## config.mk

```make
export PLATFORM = sky130hd
export DESIGN_NAME = lpi_inval_unit
export DESIGN_NICKNAME = d
export VERILOG_FILES = /design/src/rtl/lpi_inval_unit.sv
export SDC_FILE = /design/constraint.sdc
export NUM_CORES = 1
export LEC_CHECK = 0
export BUFFER_PORTS_ARGS = -buffer_cell sky130_fd_sc_hd__buf_2
export CORE_MARGIN = 4
export CORE_UTILIZATION = 53
export DETAILED_ROUTE_END_ITERATION = 16
export PLACE_DENSITY = 0.83
export SYNTH_ARGS = -nofsm -noshare
export SYNTH_HDL_FRONTEND = slang
export SYNTH_SLANG_ARGS = --single-unit
export TNS_END_PERCENT = 5
```

## constraint.sdc

```tcl
create_clock -name clk -period 5.17 [get_ports clk]
set_input_delay 0.2585 -clock clk [delete_from_list [all_inputs] [get_ports clk]]
set_output_delay 0.2585 -clock clk [all_outputs]
set_load 0.02 [all_outputs]
```

## src/rtl/lpi_inval_unit.sv

```systemverilog
module lpi_inval_unit #(
  parameter int ID_BITS  = 14,
  parameter int VPE_BITS = 4,
  parameter int ENTRIES  = 4,
  parameter int AW       = 32,
  parameter int OFF_W    = 12,
  parameter logic [OFF_W-1:0] REG_OFF = 12'h0A0,
  localparam int SW = (ENTRIES > 1) ? $clog2(ENTRIES) : 1
) (
  input  logic                clk,
  input  logic                rst_n,
  input  logic                wr_en,
  input  logic [OFF_W-1:0]    wr_off,
  input  logic                wr_is32,
  input  logic [63:0]         wr_data,
  output logic                wr_ready,
  input  logic                rd_en,
  output logic                rd_valid,
  output logic [63:0]         rd_data,
  input  logic [AW-1:0]       prop_base,
  output logic                mem_req,
  output logic [AW-1:0]       mem_addr,
  input  logic                mem_ack,
  input  logic [7:0]          mem_rdata,
  input  logic                fill_en,
  input  logic [SW-1:0]       fill_slot,
  input  logic                fill_virt,
  input  logic [VPE_BITS-1:0] fill_vpe,
  input  logic [ID_BITS-1:0]  fill_id,
  input  logic [7:0]          fill_prop,
  input  logic                q_virt,
  input  logic [VPE_BITS-1:0] q_vpe,
  input  logic [ID_BITS-1:0]  q_id,
  output logic                q_hit,
  output logic [7:0]          q_prop,
  input  logic                fwd_valid,
  input  logic [ID_BITS-1:0]  fwd_id,
  input  logic                fwd_active,
  output logic                recall,
  output logic                reforward,
  output logic [ID_BITS-1:0]  refwd_id,
  output logic [5:0]          refwd_prio
);
  localparam logic [ID_BITS-1:0] LPI_FIRST = ID_BITS'(8192);

  logic                e_vld  [ENTRIES];
  logic                e_virt [ENTRIES];
  logic [VPE_BITS-1:0] e_vpe  [ENTRIES];
  logic [ID_BITS-1:0]  e_id   [ENTRIES];
  logic [7:0]          e_prop [ENTRIES];

  logic                busy;
  logic [SW-1:0]       pend_slot;
  logic                pend_virt;
  logic [ID_BITS-1:0]  pend_id;

  wire [63:0]          d      = wr_is32 ? {32'b0, wr_data[31:0]} : wr_data;
  wire                 d_virt = d[63];
  wire [VPE_BITS-1:0]  d_vpe  = d_virt ? d[32 +: VPE_BITS] : '0;
  wire [ID_BITS-1:0]   d_id   = d[ID_BITS-1:0];
  wire                 d_inrange = d_id >= LPI_FIRST;

  logic          w_hit, f_hit;
  logic [SW-1:0] w_slot, f_slot;

  always_comb begin
    w_hit = 1'b0; w_slot = '0;
    f_hit = 1'b0; f_slot = '0;
    for (int i = ENTRIES - 1; i >= 0; i--) begin
      if (e_vld[i] && e_virt[i] == d_virt && e_vpe[i] == d_vpe && e_id[i] == d_id) begin
        w_hit = 1'b1; w_slot = SW'(i);
      end
      if (e_vld[i] && e_virt[i] == q_virt && e_vpe[i] == q_vpe && e_id[i] == q_id) begin
        f_hit = 1'b1; f_slot = SW'(i);
      end
    end
  end

  assign q_hit    = f_hit;
  assign q_prop   = f_hit ? e_prop[f_slot] : 8'h00;
  assign wr_ready = !busy;
  assign rd_data  = '0;

  wire accept  = wr_en && !busy && wr_off == REG_OFF && d_inrange && w_hit;
  wire done    = mem_req && mem_ack;
  wire hit_fwd = fwd_valid && !fwd_active && !pend_virt && fwd_id == pend_id;

  always_ff @(posedge clk or negedge rst_n) begin
    if (!rst_n) begin
      busy       <= 1'b0;
      mem_req    <= 1'b0;
      mem_addr   <= '0;
      pend_slot  <= '0;
      pend_virt  <= 1'b0;
      pend_id    <= '0;
      recall     <= 1'b0;
      reforward  <= 1'b0;
      refwd_id   <= '0;
      refwd_prio <= '0;
      rd_valid   <= 1'b0;
      for (int i = 0; i < ENTRIES; i++) e_vld[i] <= 1'b0;
    end else begin
      rd_valid  <= rd_en;
      recall    <= 1'b0;
      reforward <= 1'b0;
      if (fill_en && !(busy && fill_slot == pend_slot)) e_vld[fill_slot] <= 1'b1;
      if (accept) begin
        e_vld[w_slot] <= 1'b0;
        busy      <= 1'b1;
        mem_req   <= 1'b1;
        mem_addr  <= prop_base + AW'(d_id) - AW'(LPI_FIRST);
        pend_slot <= w_slot;
        pend_virt <= d_virt;
        pend_id   <= d_id;
      end
      if (done) begin
        busy             <= 1'b0;
        mem_req          <= 1'b0;
        e_vld[pend_slot] <= 1'b1;
        recall           <= hit_fwd;
        reforward        <= hit_fwd && mem_rdata[0];
        refwd_id         <= pend_id;
        refwd_prio       <= mem_rdata[7:2];
      end
    end
  end

  always_ff @(posedge clk) begin
    if (fill_en && !(busy && fill_slot == pend_slot)) begin
      e_virt[fill_slot] <= fill_virt;
      e_vpe[fill_slot]  <= fill_vpe;
      e_id[fill_slot]   <= fill_id;
      e_prop[fill_slot] <= fill_prop;
    end
    if (done) e_prop[pend_slot] <= mem_rdata;
  end
endmodule

```

---- After elaboration in Yosys (flattened, before gate mapping) ----
Memory sizes are Yosys's and may differ from the RTL's.
Index checks and enable logic that the tools add are counted.
W data, S select, Z words.
word-level totals
  RAM bits ................................ 108
  bits of input ports ..................... 187
  memories kept ........................... 4
  word-level logic and storage cells ...... 140
  register bits ........................... 77
  output and inout port bits .............. 130
memories
  name    depth  bits a word  read ports  clocked after memory_dff  write ports  line  source
  e_id    4      14           4           0                         1            49    logic [ID_BITS-1:0] e_id [ENTRIES];
  e_prop  4      8            1           0                         2            50    logic [7:0] e_prop [ENTRIES];
  e_vpe   4      4            4           0                         1            48    logic [VPE_BITS-1:0] e_vpe [ENTRIES];
  e_virt  4      1            4           0                         1            47    logic e_virt [ENTRIES];
cells by class
  reductions and logical operators ........ 43
  add/sub/neg operators ................... 2
  mux-type cells .......................... 36
  bitwise operators ....................... 7
  magnitude comparators ................... 7
  eq/ne operators ......................... 27
operator list
  kind                      count
  $eq A14 B14 Y1            9
  $mux W64                  1
  $logic_and A1 B1 Y1       38
  $add A32 B14 Y32          1
  $eq A4 B4 Y1              8
  $sub A32 B14 Y32 const B  1
  $mux W1                   19
  $mux W2                   8
  $mux W4                   4
  $ge A14 B14 Y1 const B    1
  $eq A12 B8 Y1 const B     1
  $ge A3 B3 Y1 const B      3
  $lt A3 B1 Y1 const B      3
  $not A2 Y3                3
  $eq A1 B1 Y1              8
  $mux W8                   1
  $or A4 B4 Y4              2
  $demux W1 S2              3
  $and A4 B4 Y4             1
  $logic_not A1 Y1          4
  $not A4 Y4                1
  $eq A2 B2 Y1              1
  $reduce_bool A2 Y1        1

---- Depth between registers and ports, before layout ----
  depth after elaboration ................. 19
  gate-level depth with buffers ........... 13
  mapped depth without buffers ............ 12

---- Worst setup path after synthesis ----
OpenSTA, ideal clock, no wires.
  kind .................................... reg2reg
  start ................................... reg busy
  end ..................................... mem e_prop[0][0] (enable)
  cell stages (with the launch flop) ...... 4
  setup slack ............................. 0.414 ns
  path buffers ............................ 1
  setup time .............................. 0.319 ns
  required time ........................... 4.851 ns
  data arrival time ....................... 4.436 ns
  clock period less this slack ............ 4.756 ns
  cells stage by stage .................... dfrtp_1 > clkbuf_1 > a2111oi_0 > or2_2
RTL lines
  element                 line  source
  from (decl)             52    logic busy;
  from (signal assigned)  90    busy <= 1'b0;
  from (signal assigned)  109   busy <= 1'b1;
  from (signal assigned)  117   busy <= 1'b0;
  to (decl)               50

==> impl_metrics.json <==
{
  "status": "finished, violations left",
  "violations": "negative hold slack",
  "multiInputGateArea_um2": 5647,
  "combPwrFrac_pct": 18.9,
  "power.total_uw": 3542,
  "worst-path-max-fanout": 18,
  "first_global_vias": 8364,
  "switchingPower_uw": 1019,
  "num_vias": 8536,
  "max_freq_mhz": 269.3,
  "die_area_um2": 23850,
  "dr.pass1.iters": 5,
  "hpwlAfterDp_um": 23510,
  "power_frac_clock_pct": 33.9,
  "setup_ws_ns": 1.457,
  "crit_path_end_kind": "primary output",
  "fin_hold_ws_ns": -0.006404,
  "power_density_nw_per_um2": 274.1,
  "cp-start-kind": "flip-flop",
  "wl_per_cell_um": 20.08,
  "synth.yosys.seq_area_share_pct": 45.48,
  "register_area_um2": 5170,
  "synth_area_leaders": "edfxtp_1 (29%), dfrtp_1 (17%), xnor2_1 (9.2%)",
  "final_layout_size_suffix_gt1_share_pct": 25.77,
  "num-nets-final": 1449,
  "drv_slew": 0,
  "viasPerCell": 5.672,
  "post-place-ws_ns": 1.869,
  "seqPwrFrac_pct": 47.2,
  "synth_commonest_cells": "xnor2_1 (120), edfxtp_1 (108), dfrtp_1 (77), buf_4 (68), xor2_1 (62)",
  "worstPathCellList": "xor2_1, nor4_1, nand4_1, nor2b_1, nand2_1, o22ai_1, buf_2",
  "core_um2": 21090,
  "cts.repair.resized": 0,
  "worst_pin_slew_ns": 1.057,
  "htreeDepth": 4,
  "synth_top_area_share_pct": 28.53,
  "rsz0062_at_grt": "no",
  "drt-total-wl_um": 30210,
  "async_reset_ff_share_pct": 41.62,
  "synth.distinct_cells": 71,
  "fin_crit_sh_pct": 71.81,
  "path_class": "reg2out",
  "yosys.area.top_type": "edfxtp_1",
  "cts_hold_buf": 1,
  "p_int_uw": 2522,
  "hold_viol": 5,
  "gp_congestion": 0.9404,
  "syn_area_per_cell_um2": 11.09,
  "clkSinkCount": 185,
  "clk_latency_ns": 0.43,
  "std_cell_rows": 53,
  "post-cts-setup-buffers": 0,
  "drt_iter0_markers": 679,
  "finalClockSkew_ns": 0.01287,
  "drcViolationCount": 0,
  "clkTransAtPathRegs_ns": 0.07,
  "cts_buffers": 17,
  "synth_cells": 1025,
  "setup_viol": 0,
  "num_antenna_cells": 0,
  "start_util_pct": 53.90,
  "hp-class": "in2async",
  "portBuffers": 207,
  "ys_seq_elements": 185,
  "ys.flop_type": "edfxtp_1",
  "netlist_area_um2": 11370,
  "grt_start_max_net_pins": 78,
  "area_growth_pct": 13.65,
  "tns_ns": 0,
  "grt_usage_pct": 24.78,
  "switching_share_pct": 28.78,
  "root_buffer": "clkbuf_16",
  "die_w_um": 154.5,
  "fill_cells": 1723,
  "post-route-util_pct": 61.26,
  "die-height_um": 154.5,
  "required_ns": 4.91,
  "period_minus_slack_ns": 3.713,
  "drtAntennaViolNets": 0,
  "grt_first_pass_wirelength_um": 45670,
  "io_pins": 317,
  "antenna_found_initial": 2,
  "yosysWarnings": 0,
  "tritoncts": "done",
  "slew_headroom_pct": 29.27,
  "synth.most_common_cell": "xnor2_1",
  "irDropWorstVdd_mv": 0.2278,
  "cp_slowest_cell": "nand4_1",
  "critPathMaxStageDelay_ns": 0.81,
  "grt.overflow.total": 0,
  "leakage_uw": 0.005710,
  "synth-edff-count": 108,
  "clk_path_buf_depth": 2,
  "cp.arrival_ns": 3.45,
  "max-cap-violations": 0
}
[critical path, delay by kind of cell, from the launching register on]
family          cells  cell delay, ns
compound gates      1            0.19
xor+xnor            1            0.18
buf+inv             1            0.19
flops               1            0.43
simple gates        4            2.04
[registers in the layout (all words and copies together), names as in the netlist, 2 cells and up]
name,flops
e_id,56
e_prop,32
mem_addr,32
e_vpe,16
pend_id,14
refwd_id,14
refwd_prio,6
e_virt,4
e_vld,4
pend_slot,2
[final timing paths]
check | from | end | slack, ns | depth (start not counted)
worst max-delay path | e_id[0][12] | q_prop[0] | 1.46 | 7
worst min-delay path | rst_n | recall | -0.006 | 1
worst max register to register | e_vpe[0][3] | mem_addr[16] | 2.16 | 8
worst min register to register | mem_addr[9] | mem_addr[9] | 0.48 | 2
max in group asynchronous | rst_n | mem_addr[12] | 4.49 | 1
min in group clk | fill_id[0] | e_id[1][0] | 0.04 | 1
[placed cells by master (no fill, tap or decap), types with 5 or more instances in the layout]
cell | netlist | routed
dfrtp_1 | 77 | 77
a21o_1 | 11 | 11
conb_1 | 1 | 64
buf_4 | 68 | 8
nor3_1 | 13 | 12
xnor2_1 | 120 | 120
a21oi_1 | 32 | 32
xor2_1 | 62 | 62
o32ai_1 | 6 | 6
edfxtp_1 | 108 | 108
and2_1 | 5 | 5
a21boi_0 | 9 | 9
nor4_1 | 19 | 19
nand3_1 | 14 | 14
o22ai_1 | 9 | 9
nor2b_1 | 7 | 7
inv_1 | 33 | 33
o21ai_1 | 21 | 21
nor2_1 | 43 | 43
mux2i_1 | 9 | 9
buf_2 | 22 | 206
mux2_2 | 53 | 53
o21ai_0 | 26 | 26
a31oi_1 | 7 | 6
clkbuf_16 | 0 | 17
nand4_1 | 36 | 36
ha_1 | 44 | 44
mux2_1 | 17 | 17
nor4bb_1 | 7 | 7
nand2_1 | 60 | 60
[cell families after synthesis]
logic type | share of synthesized area, %
buf+inv | 7.122
compound gates | 9.554
mux | 7.727
flops | 45.48
other cells | 0.03299
xor+xnor | 14.02
fa+ha+maj | 5.019
simple gates | 11.04
[per-layer routing]
metal | wire, um | track usage (%) | vias to the layer above
met5 | 29 | 0 | -
met4 | 954 | 9.630 | 4
met3 | 2343 | 4.924 | 68
met2 | 14860 | 42.20 | 411
met1 | 12030 | 31.21 | 4103
li1 | - | - | 3950
[cell type report]
type / count / share of cell area [%]
clock buffers: 20 / 3.380
clock inverters: 12 / 0.7458
inverters: 33 / 0.9588
multi-input cells: 765 / 43.71
flip-flops and latches: 185 / 40.02
well taps: 275 / 2.663
repair buffers: 215 / 8.523
[per-stage QoR]
step                instance area (um^2)  hold slack, ns  std cells
detailed placement                 12380          0.3684       1472
global placement                   12380          0.3672       1472
finish                             12920       -0.006404       1505
CTS                                12920         0.02429       1505
floorplan                          11600        -0.03709       1088
global route                       12920         0.02218       1505
[power by group through the flow]
stage	Sequential [uW]	Clock [uW]	Combinational, uW
global route	1680	1290	729
global placement	1700	0	649
detailed placement	1700	0	662
floorplan	1720	0	465
CTS	1670	1220	667
finish	1670	1200	671
Power figures use the tool's default switching activity.
